`config.mk`:
```
export PLATFORM = sky130hd
export DESIGN_NAME = int_exec_unit
export DESIGN_NICKNAME = d
export VERILOG_FILES = /design/src/rtl/ixu_pkg.sv /design/src/rtl/ixu_decode.sv /design/src/rtl/ixu_imm_ext.sv /design/src/rtl/ixu_alu.sv /design/src/rtl/int_exec_unit.sv
export SDC_FILE = /design/constraint.sdc
export NUM_CORES = 1
export LEC_CHECK = 0
export BUFFER_PORTS_ARGS = -buffer_cell sky130_fd_sc_hd__buf_4
export CELL_PAD_IN_SITES_DETAIL_PLACEMENT = 0
export CELL_PAD_IN_SITES_GLOBAL_PLACEMENT = 1
export CORE_ASPECT_RATIO = 2
export CORE_MARGIN = 4
export CORE_UTILIZATION = 39
export DETAILED_ROUTE_END_ITERATION = 10
export PLACE_DENSITY_LB_ADDON = 0.1
export SLEW_MARGIN = 20
export SYNTH_ARGS = -nofsm -noshare
export SYNTH_HDL_FRONTEND = slang
export SYNTH_HIERARCHICAL = 1
export SYNTH_SLANG_ARGS = --single-unit
```
`constraint.sdc`:
```
create_clock -name vclk -period 16.44
set_input_delay 4.932 -clock vclk [all_inputs]
set_output_delay 4.932 -clock vclk [all_outputs]
set_load 0.005 [all_outputs]
```
`src/rtl/ixu_pkg.sv`:
```
package ixu_pkg;
  localparam int unsigned XLEN     = 32;
  localparam int unsigned RIDX_W   = 5;
  localparam int unsigned OP_W     = 6;
  localparam int unsigned FUNCT_W  = 6;
  localparam int unsigned SHAMT_W  = 5;
  localparam int unsigned IMM_W    = 16;

  localparam int unsigned FUNCT_LSB = 0;
  localparam int unsigned SHAMT_LSB = FUNCT_LSB + FUNCT_W;
  localparam int unsigned RD_LSB    = SHAMT_LSB + SHAMT_W;
  localparam int unsigned RT_LSB    = RD_LSB + RIDX_W;
  localparam int unsigned RS_LSB    = RT_LSB + RIDX_W;
  localparam int unsigned OP_LSB    = RS_LSB + RIDX_W;
  localparam int unsigned IMM_LSB   = 0;

  localparam logic [OP_W-1:0] OPC_REG   = 6'd0;
  localparam logic [OP_W-1:0] OPC_J     = 6'd2;
  localparam logic [OP_W-1:0] OPC_JAL   = 6'd3;
  localparam logic [OP_W-1:0] OPC_BEQ   = 6'd4;
  localparam logic [OP_W-1:0] OPC_BNE   = 6'd5;
  localparam logic [OP_W-1:0] OPC_ADDI  = 6'd8;
  localparam logic [OP_W-1:0] OPC_SLTI  = 6'd10;
  localparam logic [OP_W-1:0] OPC_ANDI  = 6'd12;
  localparam logic [OP_W-1:0] OPC_ORI   = 6'd13;
  localparam logic [OP_W-1:0] OPC_LUI   = 6'd15;
  localparam logic [OP_W-1:0] OPC_LOAD  = 6'd35;
  localparam logic [OP_W-1:0] OPC_STORE = 6'd43;

  localparam logic [FUNCT_W-1:0] FN_JR  = 6'd8;
  localparam logic [FUNCT_W-1:0] FN_ADD = 6'd32;
  localparam logic [FUNCT_W-1:0] FN_SUB = 6'd34;
  localparam logic [FUNCT_W-1:0] FN_AND = 6'd36;
  localparam logic [FUNCT_W-1:0] FN_OR  = 6'd37;
  localparam logic [FUNCT_W-1:0] FN_SLT = 6'd42;

  typedef enum logic [2:0] {
    ALU_ADD  = 3'd0,
    ALU_SUB  = 3'd1,
    ALU_AND  = 3'd2,
    ALU_OR   = 3'd3,
    ALU_SLT  = 3'd4,
    ALU_PASS = 3'd5
  } alu_op_e;

  typedef enum logic [1:0] {
    IMM_SEXT  = 2'd0,
    IMM_ZEXT  = 2'd1,
    IMM_UPPER = 2'd2
  } imm_kind_e;

  typedef struct packed {
    alu_op_e   alu_op;
    imm_kind_e imm_kind;
    logic      use_imm;
    logic      dest_rd;
    logic      wr;
    logic      ld;
    logic      st;
    logic      cf;
    logic      ill;
  } ctrl_t;
endpackage

```
`src/rtl/ixu_decode.sv`:
```
module ixu_decode
  import ixu_pkg::*;
(
  input  logic [OP_W-1:0]    op_i,
  input  logic [SHAMT_W-1:0] shamt_i,
  input  logic [FUNCT_W-1:0] funct_i,
  output ctrl_t              ctrl_o
);
  logic shamt_zero;
  assign shamt_zero = (shamt_i == '0);

  always_comb begin
    ctrl_o          = '0;
    ctrl_o.alu_op   = ALU_ADD;
    ctrl_o.imm_kind = IMM_SEXT;
    case (op_i)
      OPC_REG: begin
        ctrl_o.dest_rd = 1'b1;
        if (!shamt_zero) begin
          ctrl_o.ill = 1'b1;
        end else begin
          case (funct_i)
            FN_ADD: begin ctrl_o.alu_op = ALU_ADD; ctrl_o.wr = 1'b1; end
            FN_SUB: begin ctrl_o.alu_op = ALU_SUB; ctrl_o.wr = 1'b1; end
            FN_AND: begin ctrl_o.alu_op = ALU_AND; ctrl_o.wr = 1'b1; end
            FN_OR:  begin ctrl_o.alu_op = ALU_OR;  ctrl_o.wr = 1'b1; end
            FN_SLT: begin ctrl_o.alu_op = ALU_SLT; ctrl_o.wr = 1'b1; end
            FN_JR:  ctrl_o.cf = 1'b1;
            default: ctrl_o.ill = 1'b1;
          endcase
        end
      end
      OPC_ADDI: begin
        ctrl_o.alu_op = ALU_ADD; ctrl_o.use_imm = 1'b1; ctrl_o.wr = 1'b1;
      end
      OPC_SLTI: begin
        ctrl_o.alu_op = ALU_SLT; ctrl_o.use_imm = 1'b1; ctrl_o.wr = 1'b1;
      end
      OPC_ANDI: begin
        ctrl_o.alu_op = ALU_AND; ctrl_o.use_imm = 1'b1; ctrl_o.wr = 1'b1;
        ctrl_o.imm_kind = IMM_ZEXT;
      end
      OPC_ORI: begin
        ctrl_o.alu_op = ALU_OR; ctrl_o.use_imm = 1'b1; ctrl_o.wr = 1'b1;
        ctrl_o.imm_kind = IMM_ZEXT;
      end
      OPC_LUI: begin
        ctrl_o.alu_op = ALU_PASS; ctrl_o.use_imm = 1'b1; ctrl_o.wr = 1'b1;
        ctrl_o.imm_kind = IMM_UPPER;
      end
      OPC_LOAD: begin
        ctrl_o.use_imm = 1'b1; ctrl_o.wr = 1'b1; ctrl_o.ld = 1'b1;
      end
      OPC_STORE: begin
        ctrl_o.use_imm = 1'b1; ctrl_o.st = 1'b1;
      end
      OPC_J, OPC_JAL, OPC_BEQ, OPC_BNE: ctrl_o.cf = 1'b1;
      default: ctrl_o.ill = 1'b1;
    endcase
  end
endmodule

```
`src/rtl/ixu_imm_ext.sv`:
```
module ixu_imm_ext
  import ixu_pkg::*;
(
  input  logic [IMM_W-1:0] imm_i,
  input  imm_kind_e        kind_i,
  output logic [XLEN-1:0]  imm_o
);
  localparam int unsigned PAD_W = XLEN - IMM_W;

  always_comb begin
    case (kind_i)
      IMM_ZEXT:  imm_o = {{PAD_W{1'b0}}, imm_i};
      IMM_UPPER: imm_o = {imm_i, {PAD_W{1'b0}}};
      default:   imm_o = {{PAD_W{imm_i[IMM_W-1]}}, imm_i};
    endcase
  end
endmodule

```
`src/rtl/ixu_alu.sv`:
```
module ixu_alu
  import ixu_pkg::*;
(
  input  logic [XLEN-1:0] a_i,
  input  logic [XLEN-1:0] b_i,
  input  alu_op_e         op_i,
  output logic [XLEN-1:0] res_o
);
  logic [XLEN-1:0] diff;
  logic            lt;

  assign diff = a_i - b_i;
  // signed less-than from sign bits and the difference
  assign lt = (a_i[XLEN-1] != b_i[XLEN-1]) ? a_i[XLEN-1] : diff[XLEN-1];

  always_comb begin
    case (op_i)
      ALU_ADD:  res_o = a_i + b_i;
      ALU_SUB:  res_o = diff;
      ALU_AND:  res_o = a_i & b_i;
      ALU_OR:   res_o = a_i | b_i;
      ALU_SLT:  res_o = {{(XLEN-1){1'b0}}, lt};
      default:  res_o = b_i;
    endcase
  end
endmodule

```
`src/rtl/int_exec_unit.sv`:
```
module int_exec_unit
  import ixu_pkg::*;
(
  input  logic [XLEN-1:0]   instr_i,
  output logic [RIDX_W-1:0] rs_idx_o,
  output logic [RIDX_W-1:0] rt_idx_o,
  input  logic [XLEN-1:0]   rs_val_i,
  input  logic [XLEN-1:0]   rt_val_i,
  output logic [RIDX_W-1:0] rd_idx_o,
  output logic              wr_en_o,
  output logic [XLEN-1:0]   result_o,
  output logic [XLEN-1:0]   mem_addr_o,
  output logic              is_load_o,
  output logic              is_store_o,
  output logic              is_ctrl_o,
  output logic              illegal_o
);
  ctrl_t             ctrl;
  logic [RIDX_W-1:0] rd_field;
  logic [RIDX_W-1:0] dest;
  logic [XLEN-1:0]   imm_ext;
  logic [XLEN-1:0]   opnd_b;
  logic [XLEN-1:0]   alu_res;

  assign rs_idx_o = instr_i[RS_LSB +: RIDX_W];
  assign rt_idx_o = instr_i[RT_LSB +: RIDX_W];
  assign rd_field = instr_i[RD_LSB +: RIDX_W];

  ixu_decode u_decode (
    .op_i    (instr_i[OP_LSB +: OP_W]),
    .shamt_i (instr_i[SHAMT_LSB +: SHAMT_W]),
    .funct_i (instr_i[FUNCT_LSB +: FUNCT_W]),
    .ctrl_o  (ctrl)
  );

  ixu_imm_ext u_imm (
    .imm_i  (instr_i[IMM_LSB +: IMM_W]),
    .kind_i (ctrl.imm_kind),
    .imm_o  (imm_ext)
  );

  assign opnd_b = ctrl.use_imm ? imm_ext : rt_val_i;

  ixu_alu u_alu (
    .a_i   (rs_val_i),
    .b_i   (opnd_b),
    .op_i  (ctrl.alu_op),
    .res_o (alu_res)
  );

  assign dest       = ctrl.dest_rd ? rd_field : rt_idx_o;
  assign rd_idx_o   = dest;
  assign wr_en_o    = ctrl.wr && (dest != '0);
  assign result_o   = alu_res;
  assign mem_addr_o = (ctrl.ld || ctrl.st) ? alu_res : '0;
  assign is_load_o  = ctrl.ld;
  assign is_store_o = ctrl.st;
  assign is_ctrl_o  = ctrl.cf;
  assign illegal_o  = ctrl.ill;
endmodule

```
==> impl_summary.md <==
Run status
The run finished with clean final reports.

Pwr
The fraction of power spent switching nets is 57.23%. The maximum resistive drop on vdd is about 0.000024 V. The internal power component is ~0.15 mW. The reported leakage power is between 3 and 4 nW. Of the total power, registers draw 0%. Of the total power, the clock network draws 0%.

In this run, the combinational gates consume between 90% and 100% of the power. The power per unit of standard cell area is roughly 44 mW/mm². The switching power is 0.2055 mW.

STA
The hold violation count in the final report is 0. Subtracting the final worst setup slack from the clock period gives around 16,000 ps. Setup repair after global routing left no endpoint under its margin. The final number of max-transition violations came to 0.

At the pin with the least slew margin, the transition time is between 900 and 1000 ps. In the final timing run, aggregate negative setup slack is 0 ps. Setup violations remaining at the end of the flow were counted as 0. The worst path uses a little over nine tenths of the clock period. The upper clock frequency limit is 0.06329 GHz. Headroom to the max-slew limit came out at between 30 and 40%.

Global route
The final global-route overflow total is 0. The via count of the first global-routing pass came to about 8,300. The combined global-route utilization of all metal layers is a little under a third. The wire length of the first global-routing pass is between 40,000 and 50,000 µm. The initial antenna violation count is 1. The pin count of the biggest net entering global routing is 63.

Placed design
During placement, the flow inserted port buffers numbering 170. The last weighted congestion value of the routability-driven placer is ~0.97. Detailed placement ended at an HPWL of 26,160 µm.

The cell total after placement is between 1,000 and 1,500.

Final layout
In the final layout, the share of cells above drive strength 1 is about a quarter. The final layout contains a sequential cell count of 0. Leaving out fill and tap cells, the most frequent cell in the layout is buf_4. The final cell count without fillers is ~1,300. In the layout the commonest cells are buf_4 (194), a21oi_1 (102), ha_1 (102), inv_1 (100), nor2_1 (72). The layout has 0 clock buffers. Relative to the synthesized area, the layout overhead comes to 20.18%. The footprint of the flip-flops and latches is 0 µm².

The count of nets after finishing is roughly 1,300.

Worst setup path
The destination of the critical timing path is mem_addr_o[31]. The worst setup path startpoint is instr_i[29]. At the worst endpoint, the required time is 11,510 ps. STA classifies the critical path endpoint as an output pin. At the worst endpoint, the arrival time is approximately 11,000 ps. The highest net fanout along the worst path is 15. The critical path startpoint category is a primary input. The critical path is of the in2out type.

Route
The first detailed-routing pass took 7 iterations. After detailed routing, the number of remaining DRC violations is 0. Detailed routing placed a total of ~1700 µm of wire on met3.

Dividing the detail-routed wire length by the instance count gives around 24 µm. The highest layer touched by signal routing is met4. In the routed layout, each cell is associated on average with a via count of between 6 and 7. Summed over all layers, the routed wires come to 32,660 µm.

The detail route stage leaves a number of antenna-violating nets equal to 0. Detailed routing inserted a total of about 8,400 vias. The post-route met1 wirelength is ~11,000 µm. The total met2 wirelength after detailed routing is around 17,000 µm. The detailed router finished its first iteration with approximately 450 violations.

Clocking
The number of hold buffers added after cts is 0. Post-CTS timing repair inserted 0 buffers for setup. The count of instances resized after the clock tree is built is 0.

Floorplan
The count of pins on the block boundary is between 150 and 200. The die is just under 200 µm tall. The die is roughly 100 µm wide.

The area of the die is around 0.020 mm². The initial core utilization is 39.57%. The area of the core region is around 0.017 mm². The row count is 68.

Logic synthesis
The synthesized area per cell is approximately 6.7 µm². Counting every instance in the synthesized netlist gives 1,017. The synthesis warning total is 6. Counting every net in the synthesized netlist gives between 1,000 and 1,500. After synthesis the cells add up to just under 0.007 mm². The number of distinct library cells after synthesis is 92. For this run, the register share of the synthesized area comes to 0%.

Job
Max-cap violations in this run came to 0.

Hold path
The worst hold path belongs to the class in2out.
## per-stage QoR
stage          util (%)  power [mW]  setup WS [ps]  area [µm²]  hold slack, ps
4_1_cts           47.54      0.3548          764.1        8210            9864
5_1_grt           47.55      0.3891          246.7        8213            9864
3_5_place_dp      47.54      0.3531          799.1        8210            9864
6_report          47.55      0.3590          638.6        8213            9864
3_3_place_gp      47.54      0.3535          872.3        8210            9864
2_1_floorplan         -      0.2177           1695        6834            9908
## worst max-delay path: stages
cell and delay, ps:
buf_4 120, nor2b_2 180, nand2_1 200, nor3_1 330, inv_1 80, ha_1 340, and2_1 330, a21o_1 220
mux2_2 280, inv_1 110, ha_1 330, inv_1 170, a21oi_1 100, o31ai_1 560, o221ai_1 290, o22a_1 250
o31ai_1 70, buf_4 180, o41a_1 170, a21oi_1 90, o21ba_2 230, fa_1 440, a21oi_1 150, o22ai_1 100
o22ai_1 330, nor2b_1 180, buf_4 120
## cell usage after synthesis, drive strengths merged (7+ instances only)
library cell / count / area (µm²)
o21a: 10 / 75.07
ha: 102 / 1276
o21bai: 11 / 82.58
mux2: 39 / 446.7
inv: 102 / 382.9
nor2b: 55 / 346.6
a21o: 28 / 216.5
nand2: 66 / 247.7
nor4: 17 / 127.6
a31oi: 13 / 81.33
nor3: 22 / 115.1
nand4: 12 / 81.33
o22ai: 15 / 93.84
clkbuf: 40 / 150.1
buf: 33 / 226.5
nand2b: 10 / 62.56
o221ai: 10 / 87.58
nor2: 73 / 274.0
o31ai: 14 / 110.1
a21oi: 103 / 519.3
xnor2: 18 / 157.7
o21ai: 64 / 324.1
o211ai: 10 / 75.07
and2: 7 / 45.05
nand3: 13 / 65.06
a22oi: 13 / 97.59
a221oi: 9 / 85.08
## power groups by stage
stage	logic, mW	clock network (mW)	registers [mW]
final	0.359	0.00000000814	0
after global routing	0.389	0.00000000814	0
after CTS	0.355	0	0
after detailed placement	0.353	0	0
after global placement	0.354	0	0
after floorplan	0.218	0	0
## cell type report
class	instances	area, µm²
fillers	1868	9059
inverters	103	386.6
multi-input cells	841	6105
diodes	1	2.502
repair buffers	194	1456
well taps	210	262.8
## worst min-delay path by stage
stage | from | endpoint | slack [ps] | cells past startpoint
final | instr_i[22] | rs_idx_o[1] | 9860 | 0
after global routing | instr_i[21] | rs_idx_o[0] | 9860 | 0
after CTS | instr_i[21] | rs_idx_o[0] | 9860 | 0
after detailed placement | instr_i[21] | rs_idx_o[0] | 9860 | 0
after global placement | instr_i[21] | rs_idx_o[0] | 9860 | 0
after floorplan | instr_i[29] | is_load_o | 9910 | 1
## layer usage
metal	vias up	global-route usage [%]
met4	0	23.08
met1	3968	31.21
met3	145	2.717
met5	-	0
met2	395	59.11
li1	3913	-
## cell families (layout without fill, tap and decap cells)
family / Yosys count / in the layout / synth area share, %
other: 0 / 1 / 0
xor gates and xnor gates: 20 / 20 / 2.563
and+or+nand+nor: 309 / 309 / 23.71
muxes: 45 / 45 / 7.415
adders and majority gates: 105 / 105 / 19.55
AOI/OAI and AO/OA: 362 / 362 / 35.59
buffers and inverters: 176 / 297 / 11.17
(Power assumes the default switching activity.)
